===== config.mk =====
export PLATFORM = sky130hd
export DESIGN_NAME = vec_unpack
export DESIGN_NICKNAME = d
export VERILOG_FILES = /design/src/rtl/vux_pkg.sv /design/src/rtl/vux_ctrl.sv /design/src/rtl/vux_expand.sv /design/src/rtl/vux_rows.sv /design/src/rtl/vec_unpack.sv
export SDC_FILE = /design/constraint.sdc
export NUM_CORES = 1
export LEC_CHECK = 0
export BUFFER_PORTS_ARGS = -buffer_cell sky130_fd_sc_hd__buf_2
export CELL_PAD_IN_SITES_DETAIL_PLACEMENT = 2
export CELL_PAD_IN_SITES_GLOBAL_PLACEMENT = 2
export CORE_UTILIZATION = 30
export CTS_CLUSTER_DIAMETER = 30
export DETAILED_ROUTE_END_ITERATION = 16
export PLACE_DENSITY_LB_ADDON = 0.1
export SETUP_SLACK_MARGIN = 0.4
export SLEW_MARGIN = 40
export SYNTH_ARGS = -nofsm -noshare
export SYNTH_HDL_FRONTEND = slang
export SYNTH_SLANG_ARGS = --single-unit

===== constraint.sdc =====
create_clock -name clk -period 5.76 [get_ports clk]
set_input_delay 0.288 -clock clk [delete_from_list [all_inputs] [get_ports clk]]
set_output_delay 0.288 -clock clk [all_outputs]
set_load 0.03 [all_outputs]

===== src/rtl/vux_pkg.sv =====
package vux_pkg;

    typedef enum logic [1:0] {
        ST_IDLE,
        ST_COLLECT,
        ST_EMIT,
        ST_FAULT
    } vux_state_e;

    localparam logic [3:0] TYPE_COLOUR = 4'hF;
    localparam logic [1:0] MODE_OFFSET = 2'd1;
    localparam logic [1:0] MODE_ACCUM  = 2'd2;

    function automatic logic type_bad(input logic [3:0] t);
        return (t[1:0] == 2'd3) && (t != TYPE_COLOUR);
    endfunction

    function automatic logic [4:0] group_bytes(input logic [3:0] t);
        logic [4:0] w;
        if (t == TYPE_COLOUR) return 5'd2;
        w = (t[1:0] == 2'd0) ? 5'd4 : (t[1:0] == 2'd1) ? 5'd2 : 5'd1;
        return w * ({3'b000, t[3:2]} + 5'd1);
    endfunction

    function automatic logic [31:0] colour_lane(input logic [15:0] h, input int idx);
        case (idx)
            0:       return {24'd0, h[4:0],   3'd0};
            1:       return {24'd0, h[9:5],   3'd0};
            2:       return {24'd0, h[14:10], 3'd0};
            default: return {24'd0, h[15],    7'd0};
        endcase
    endfunction

endpackage


===== src/rtl/vux_ctrl.sv =====
module vux_ctrl
    import vux_pkg::*;
#(
    parameter int BUF_BYTES = 16
) (
    input  logic                   clk,
    input  logic                   rst_n,
    input  logic [3:0]             cfg_type,
    input  logic                   cfg_unsigned,
    input  logic [1:0]             cfg_mode,
    input  logic                   in_valid,
    input  logic [7:0]             in_byte,
    output logic                   in_ready,
    input  logic                   out_ready,
    output logic                   out_valid,
    output logic                   err,
    output logic                   fire,
    output logic                   idle,
    output logic [BUF_BYTES*8-1:0] buf_o,
    output logic [3:0]             type_o,
    output logic                   usn_o,
    output logic [1:0]             mode_o
);
    localparam int CNT_W = $clog2(BUF_BYTES + 1);

    vux_state_e             state_q, state_d;
    logic [CNT_W-1:0]       cnt_q, need_q;
    logic [BUF_BYTES*8-1:0] buf_q;
    logic [3:0]             type_q;
    logic                   usn_q;
    logic [1:0]             mode_q;
    logic                   take;

    always_ff @(posedge clk or negedge rst_n) begin
        if (!rst_n) state_q <= ST_IDLE;
        else        state_q <= state_d;
    end

    always_comb begin
        state_d = state_q;
        unique case (state_q)
            ST_IDLE: begin
                if (in_valid) state_d = type_bad(cfg_type) ? ST_FAULT : ST_COLLECT;
            end
            ST_COLLECT: begin
                if (take && (cnt_q + 1'b1 == need_q)) state_d = ST_EMIT;
            end
            ST_EMIT: begin
                if (out_ready) state_d = ST_IDLE;
            end
            ST_FAULT: begin
                if (!type_bad(cfg_type)) state_d = ST_IDLE;
            end
        endcase
    end

    always_comb begin
        in_ready  = 1'b0;
        out_valid = 1'b0;
        err       = 1'b0;
        idle      = 1'b0;
        unique case (state_q)
            ST_IDLE:    idle      = 1'b1;
            ST_COLLECT: in_ready  = 1'b1;
            ST_EMIT:    out_valid = 1'b1;
            ST_FAULT:   err       = 1'b1;
        endcase
    end

    assign take = in_valid && in_ready;
    assign fire = out_valid && out_ready;

    always_ff @(posedge clk or negedge rst_n) begin
        if (!rst_n) begin
            cnt_q  <= '0;
            need_q <= '0;
            buf_q  <= '0;
            type_q <= '0;
            usn_q  <= 1'b0;
            mode_q <= '0;
        end else if (idle && in_valid) begin
            cnt_q  <= '0;
            need_q <= CNT_W'(group_bytes(cfg_type));
            buf_q  <= '0;
            type_q <= cfg_type;
            usn_q  <= cfg_unsigned;
            mode_q <= cfg_mode;
        end else if (take) begin
            buf_q[cnt_q*8 +: 8] <= in_byte;
            cnt_q               <= cnt_q + 1'b1;
        end
    end

    assign buf_o  = buf_q;
    assign type_o = type_q;
    assign usn_o  = usn_q;
    assign mode_o = mode_q;

endmodule


===== src/rtl/vux_expand.sv =====
module vux_expand
    import vux_pkg::*;
#(
    parameter int LANES  = 4,
    parameter int LANE_W = 32
) (
    input  logic [LANES*LANE_W-1:0] buf_i,
    input  logic [3:0]              fmt,
    input  logic                    usn,
    output logic [LANES*LANE_W-1:0] lanes_o
);
    localparam int QW = LANES * LANE_W;

    logic [LANE_W-1:0] raw [LANES];

    for (genvar gi = 0; gi < LANES; gi++) begin : g_raw
        always_comb begin
            logic [31:0] e32;
            logic [15:0] e16;
            logic [7:0]  e8;
            e32 = buf_i[32*gi +: 32];
            e16 = buf_i[16*gi +: 16];
            e8  = buf_i[8*gi  +: 8];
            unique case (fmt[1:0])
                2'd0:    raw[gi] = e32;
                2'd1:    raw[gi] = {{16{!usn && e16[15]}}, e16};
                default: raw[gi] = {{24{!usn && e8[7]}}, e8};
            endcase
        end

        always_comb begin
            if (fmt == TYPE_COLOUR)
                lanes_o[LANE_W*gi +: LANE_W] = colour_lane(buf_i[15:0], gi);
            else if (fmt[3:2] == 2'd0)
                lanes_o[LANE_W*gi +: LANE_W] = raw[0];
            else if (gi <= int'(fmt[3:2]))
                lanes_o[LANE_W*gi +: LANE_W] = raw[gi];
            else
                lanes_o[LANE_W*gi +: LANE_W] = '0;
        end
    end

    logic unused_hi;
    assign unused_hi = ^buf_i[QW-1:QW-1];

endmodule


===== src/rtl/vux_rows.sv =====
module vux_rows #(
    parameter int LANES  = 4,
    parameter int LANE_W = 32
) (
    input  logic                    clk,
    input  logic                    rst_n,
    input  logic                    load,
    input  logic [LANES*LANE_W-1:0] load_data,
    input  logic                    acc_en,
    input  logic [LANES*LANE_W-1:0] acc_data,
    output logic [LANES*LANE_W-1:0] rows_o
);
    for (genvar gi = 0; gi < LANES; gi++) begin : g_row
        logic [LANE_W-1:0] row_q;
        always_ff @(posedge clk or negedge rst_n) begin
            if (!rst_n)      row_q <= '0;
            else if (load)   row_q <= load_data[LANE_W*gi +: LANE_W];
            else if (acc_en) row_q <= acc_data[LANE_W*gi +: LANE_W];
        end
        assign rows_o[LANE_W*gi +: LANE_W] = row_q;
    end
endmodule


===== src/rtl/vec_unpack.sv =====
module vec_unpack
    import vux_pkg::*;
#(
    parameter int LANES  = 4,
    parameter int LANE_W = 32
) (
    input  logic                    clk,
    input  logic                    rst_n,
    input  logic [3:0]              cfg_type,
    input  logic                    cfg_unsigned,
    input  logic [1:0]              cfg_mode,
    input  logic                    row_load,
    input  logic [LANES*LANE_W-1:0] row_wdata,
    input  logic                    in_valid,
    input  logic [7:0]              in_byte,
    output logic                    in_ready,
    output logic                    out_valid,
    input  logic                    out_ready,
    output logic [LANES*LANE_W-1:0] out_qw,
    output logic                    err
);
    localparam int QW = LANES * LANE_W;

    logic          fire, st_idle, cur_usn;
    logic [QW-1:0] buf_w, lanes_w, row_flat;
    logic [3:0]    cur_type;
    logic [1:0]    cur_mode;
    logic          add_rows;

    vux_ctrl #(.BUF_BYTES(QW/8)) u_ctrl (
        .clk(clk), .rst_n(rst_n),
        .cfg_type(cfg_type), .cfg_unsigned(cfg_unsigned), .cfg_mode(cfg_mode),
        .in_valid(in_valid), .in_byte(in_byte), .in_ready(in_ready),
        .out_ready(out_ready), .out_valid(out_valid), .err(err),
        .fire(fire), .idle(st_idle), .buf_o(buf_w),
        .type_o(cur_type), .usn_o(cur_usn), .mode_o(cur_mode)
    );

    vux_expand #(.LANES(LANES), .LANE_W(LANE_W)) u_expand (
        .buf_i(buf_w), .fmt(cur_type), .usn(cur_usn), .lanes_o(lanes_w)
    );

    assign add_rows = (cur_mode == MODE_OFFSET) || (cur_mode == MODE_ACCUM);

    for (genvar gi = 0; gi < LANES; gi++) begin : g_sum
        assign out_qw[LANE_W*gi +: LANE_W] = lanes_w[LANE_W*gi +: LANE_W]
            + (add_rows ? row_flat[LANE_W*gi +: LANE_W] : '0);
    end

    vux_rows #(.LANES(LANES), .LANE_W(LANE_W)) u_rows (
        .clk(clk), .rst_n(rst_n),
        .load(row_load), .load_data(row_wdata),
        .acc_en(fire && (cur_mode == MODE_ACCUM)), .acc_data(out_qw),
        .rows_o(row_flat)
    );

endmodule


Word level (Yosys, flattened, before mapping):

Index checks and enable logic that the tools add are counted.

* output and inout port bits: 131
* logic and storage cells: 108
* input bits: 148
* bits in registers: 275

* add/subtract/negate cells: 7
* order comparisons: 3
* equality and inequality tests: 16
* mux-type cells: 47
* $mul: 1
* shift operators: 2
* reductions and logical operators: 21

Operators with widths (number)
* 2-to-1 mux 32 bit: 22
* 2-to-1 mux 128 bit: 2
* one-hot mux 32 bit (2 select lines): 4
* adder 32 bit: 4
* bitwise mux 128 bit: 1
* variable shift 8 x 34 -> 128 bit (first input constant): 1
* variable part select 8 x 34 -> 128 bit: 1
* negation 8 -> 34 bit: 1
* 2-to-1 mux 5 bit: 5
* logical AND 1 bit: 12
* 2-to-1 mux 2 bit: 6
* equality test 2 x 1 -> 1 bit (second input constant): 4
* equality test 2 bit (second input constant): 4
* equality test 4 bit (second input constant): 2
* logical NOT 2 bit: 4
* one-hot mux 2 bit (4 select lines): 1
* 2-to-1 mux 1 bit: 6
* inequality test 2 bit (second input constant): 3
* adder 5 x 1 -> 5 bit (second input constant): 1
* equality test 5 bit: 1
* multiplier 5 x 5 -> 5 bit: 1
* less-or-equal comparator 2 bit (first input constant): 2
* inequality test 4 bit (second input constant): 1
* AND reduction 4 bit: 1
* other kinds (6): 7

Logic depth before layout (Yosys ltp):

* word-level depth: 9
* gate-level depth with buffers: 19
* gate-level depth less buffers: 16

Cells and area by module:

Synthesis repeated with hierarchy kept, for this count alone.

* cell total of the unflattened synthesis: 2697
* area total of the unflattened synthesis: 23055.9 um^2

By module, submodules not included
* vec_unpack: instances 1, cells each 997, area an instance 7088.0 um^2, sequential area each 0.0 um^2
* vux_ctrl: instances 1, cells each 643, area an instance 6940.4 um^2, sequential area each 3678.5 um^2
* vux_rows: instances 1, cells each 554, area an instance 5993.2 um^2, sequential area each 3203.1 um^2
* vux_expand: instances 1, cells each 503, area an instance 3034.2 um^2, sequential area each 0.0 um^2

Worst setup path before layout:

Ideal clock, no wire load.

* kind: reg-to-output
* start point: register u_ctrl.type_q[0], in the netlist u_ctrl.type_o[0]
* end point: output out_qw[60]
* setup slack: 1209 ps
* buffers on the path: 3
* data arrival time: 4263 ps
* cell stages (with the launch flop): 19
* cell sequence: dfrtp_1 clkbuf_1 buf_1 buf_1 mux2i_1 nand2_1 o211ai_1 a21oi_1 ha_1 inv_1 fa_1 nor2b_1 o31a_1 o31ai_1 or3_1 nand3_1 a21oi_1 o311ai_2 xor2_1

* cells in the longest elaborated chain, start to end: 6
* elaborated cells on any way between the ends: 9
* classes of those cells: add/sub: 1; eq/ne: 2; mux: 5; reduce/logical: 1

Ends and longest elaborated chain
* start: declaration: RTL line vux_ctrl.sv:29 `logic [3:0] type_q;`
* start signal: assignment: RTL line vux_ctrl.sv:85 `type_q <= cfg_type;`
* equality test 2 x 1 -> 1 bit / logical NOT 2 bit (equally long branches): RTL line vux_expand.sv:24 `unique case (fmt[1:0])`
* one-hot mux 32 bit (2 select lines): RTL line vux_expand.sv:24
* 2-to-1 mux 32 bit: RTL line vux_expand.sv:36 `else if (gi <= int'(fmt[3:2]))`
* 2-to-1 mux 32 bit: RTL line vux_expand.sv:34 `else if (fmt[3:2] == 2'd0)`
* 2-to-1 mux 32 bit *: RTL line vux_expand.sv:32 `if (fmt == TYPE_COLOUR)`
* adder 32 bit *: RTL line vec_unpack.sv:47 `+ (add_rows ? row_flat[LANE_W*gi +: LANE_W] : '0);`
* end: declaration: RTL line vec_unpack.sv:19 `output logic [LANES*LANE_W-1:0] out_qw,`

Mark *: on every way between the ends. The rest lies on a longest branch, timed or not.

Worst setup path in the final report:

* start point: register u_ctrl.type_q[3], in the netlist u_ctrl.type_o[3]
* end point: output out_qw[94]

* cells in the longest elaborated chain, start to end: 5
* elaborated cells on any way between the ends: 7
* classes of those cells: add/sub: 1; order compare: 1; eq/ne: 1; mux: 3; reduce/logical: 1

Ends and longest elaborated chain (RTL line)
* less-or-equal comparator 2 bit: vux_expand.sv:36
* 2-to-1 mux 32 bit: vux_expand.sv:36
* 2-to-1 mux 32 bit: vux_expand.sv:34
* 2-to-1 mux 32 bit *: vux_expand.sv:32
* adder 32 bit *: vec_unpack.sv:47

Marked as above.

==> flow_summary.ini <==
[logic_synthesis]
yosysSeqAreaShare_pct = 30.5
ys_seq_elements = 275
synth_nets = 3140
ys_warn_count = 0
yosysUniqueCellTypes = 76
async_flop_share_pct = 100
synthTopCellsByArea = dfrtp_1 31%, ha_1 7.3%, nand2_1 6.9%, o21ai_0 6.7%, a21oi_1 5.9%
synthCells = 2854
ys.flop_type = dfrtp_1
synth-edff-count = 0
netlist.area_leader.share_pct = 30.5
avgSynthCellArea_um2 = 7.90
syn_area_mm2 = 0.0225
yosysTopAreaCell = dfrtp_1

[final_layout]
fin_area_mm2 = 0.0301
utilization_pct = 40.4
finalNetCount = 3516
drive_gt1_share_pct = 19.0
antenna_cells = 0
area_growth_pct = 33.4

[global_routing]
grt_max_degree = 151
overflow = 0
grt_antenna_before_repair = 1
grt_pass1_wl_mm = 168
grt_pass1_vias = 26000
grt_use_total_pct = 28.9

[floorplan]
start_util_pct = 30.3
core_area_mm2 = 0.0744
ios = 279
rows = 100
die_w_um = 276
die_h_um = 276
dieArea_mm2 = 0.0762

[sta]
fmax_mhz = 190
rsz0062_at_grt = true
tightest_slew_ns = 0.828
fin_setup_tns_ns = 0
slew_viol_final = 0
fin_crit_ns = 5.25
finalCritPeriodShare_pct = 91.2
fin_skew_ns = 0.0656
maxSlewHeadroom_pct = 44.8
setup_violations = 0
hold_viol_final = 0

[critical_path]
critical_path_required_ns = 5.47
start_kind = register
rr_startpoint = u_ctrl.type_o[3]
critPathKind = register to primary output
crit_top_cell = nand2_1
worstPathCellList = buf_4 > nor2_4 > buf_6 > buf_16 > nand2_1 > nand2_1 > nand2_1 > fa_1 > nor2b_1 > o2111ai_1 > a21oi_1 > o21ai_0 > a31o_2 > o2111ai_1 > xor2_1 > buf_2
cp-end-kind = primary output
r2r_setup_slack_ns = 1.23
crit_slowest_cell = fa_1
path_max_fanout = 35
slowest_delay_ns = 0.53
rr_worst_depth = 17
crit_buf_inv = 4
rr_endpoint = u_rows.g_row[2].row_q[24]
path_delay_family = compound AO/OA/AOI/OAI gates
arrival_ns = 4.96

[drt]
drt-initial-drc-count = 1278
firstDrtPassIters = 5
routed.top_layer = met4
drtAntennaViolNets = 0
vias = 23600
drc_errors = 0
post_drt_wl_per_cell_um = 26.3
wl_met1_mm = 50.3
drt-total-wl_mm = 112
wl_met2_mm = 54.1
vias_per_cell = 5.52
dr_wl_met3_mm = 3.77

[job]
drv_cap = 0

[worst_hold_path]
hold_path_end = u_ctrl.state_q[1]
hold_start = out_ready
min_path_cells = 4
min_path_type = input port to register

[power]
power-per-cell-area_mw_per_mm2 = 764
fin_total_pwr_mw = 23.0
p_leak_nw = 13.5
ir_drop_v = 0.000420

[place]
place.port_buffers = 278
dp_hpwl_mm = 83.5
gp_congestion = 0.884
placed_area_mm2 = 0.0249

[clock_tree]
cts_root_buf = clkbuf_16
cts_buffer_depth = 3
htree_levels = 3
cts.sinks = 275
cts_tree = yes
cts_buffers = 94
insertion_delay_ns = 0.66
clkTransAtPathRegs_ns = 0.05

[outcome]
status = complete, no violations
-- flip-flops by register name, summed over array words and instances, names as in the netlist --
register,count
u_ctrl.type_o,4
u_rows.g_row.row_q,128
u_ctrl.need_q,5
u_ctrl.mode_o,2
u_ctrl.usn_o,1
u_ctrl.cnt_q,5
u_ctrl.buf_o,128
u_ctrl.state_q,2
-- worst max path at each step --
stage                          start           to  slack [ns]  depth (start not counted)
finish              u_ctrl.type_o[3]   out_qw[94]        0.51                         16
global route        u_ctrl.type_o[3]   out_qw[60]        0.32                         16
CTS                 u_ctrl.type_o[3]  out_qw[124]        0.34                         17
detailed placement  u_ctrl.type_o[3]  out_qw[124]        0.51                         16
global placement    u_ctrl.type_o[3]  out_qw[124]        0.65                         16
floorplan           u_ctrl.type_o[0]   out_qw[60]        1.21                         18
-- cell families (layout without fill, tap and decap cells) --
| logic type | after synthesis | in the layout | synth area share, % |
|---|---|---|---|
| xor+xnor | 122 | 122 | 4.74 |
| mux | 143 | 143 | 6.49 |
| buf+inv | 259 | 710 | 4.34 |
| compound gates | 911 | 911 | 24.6 |
| simple gates | 1006 | 1006 | 21.4 |
| fa+ha+maj | 138 | 138 | 7.86 |
| flops | 275 | 275 | 30.5 |
-- layer usage --
| metal | GRT usage, % | vias to the layer above |
|---|---|---|
| met5 | 0 | - |
| met4 | 9.53 | 0 |
| met3 | 3.78 | 173 |
| met2 | 49.6 | 523 |
| met1 | 37.2 | 12000 |
| li1 | - | 10900 |
-- per-stage QoR --
step           hold WS [ns]  std cells  setup WS [ns]
6_report             0.0187       4274          0.507
5_1_grt              0.0191       4274          0.321
4_1_cts             0.00109       4265          0.343
3_5_place_dp          0.352       3961          0.513
3_3_place_gp          0.347       3960          0.645
2_1_floorplan      -0.00759       2854           1.21
-- placed cells by master, fill, tap and decap left out, types with 25 or more instances in the layout --
| cell | instances |
|---|---|
| a21o_1 | 75 |
| a21oi_1 | 240 |
| a21oi_2 | 25 |
| a22o_1 | 34 |
| buf_2 | 276 |
| buf_4 | 43 |
| clkbuf_16 | 95 |
| dfrtp_1 | 274 |
| dlygate4sd3_1 | 128 |
| ha_1 | 129 |
| inv_1 | 72 |
| mux2_2 | 25 |
| mux2i_1 | 118 |
| nand2_1 | 410 |
| nand2b_1 | 28 |
| nand3_1 | 83 |
| nor2_1 | 146 |
| nor2b_1 | 152 |
| nor3_1 | 27 |
| nor3b_1 | 32 |
| o21a_1 | 56 |
| o21ai_0 | 296 |
| xnor2_1 | 77 |
| xor2_1 | 44 |
-- cells in the mapped netlist (all sizes together) (4+ instances only) --
library cell  instances
a211oi               10
a21o                 75
a311oi                4
a22oi                 6
nand2b               28
xnor2                77
mux2                 25
nor2                161
nand2               413
xor2                 45
clkbuf              155
ha                  132
or4                  14
a211o                 5
and2                 14
inv                  73
or2                   6
o2111ai               4
a31oi                14
nor2b               153
and3                 12
nor3b                33
o31ai                13
o22ai                25
nand3                84
a22o                 34
mux2i               118
o21ai               313
o21bai               21
o21a                 57
buf                  30
or4b                  6
nor3                 32
nand4b               10
nand4                22
o31a                  5
or3                  10
o211ai               19
dfrtp               275
a31o                  4
a21boi                9
a221oi                8
a21oi               268
fa                    6
-- area by class of cell --
type / count / area [µm²]
inverter: 74 / 283
clock inverter: 45 / 632
sequential: 275 / 6880
tap: 969 / 1210
fill: 8219 / 44400
clock buffer: 126 / 2660
timing repair buffer: 465 / 3340
multi-input combinational: 2320 / 15100
-- where the power goes --
part / internal (mW) / leakage [nW] / switching, mW / total (mW)
Combinational: 4.54 / 8.37 / 10.9 / 15.4
Sequential: 2.12 / 3.58 / 0.177 / 2.30
Clock: 3.66 / 1.58 / 1.58 / 5.24
Total: 10.3 / 13.5 / 12.6 / 23.0
-- worst min-delay path, delay by kind of cell --
| kind | cells | cell delay, ns |
|---|---|---|
| compound gates | 2 | 0.15 |
| buf+inv | 1 | 0.14 |
| simple gates | 1 | 0.07 |
-- what timing repair did --
item / in CTS / in global routing
setup buffers: 4 / 7
endpoints found under the hold margin: 199 / 0
gates cloned: 1 / 1
resized for setup: 47 / 46
hold buffers: 128 / 0
endpoints found under the setup margin: 51 / 42
pin swaps: 5 / 2
No activity file was read; power rests on OpenSTA's default activity.
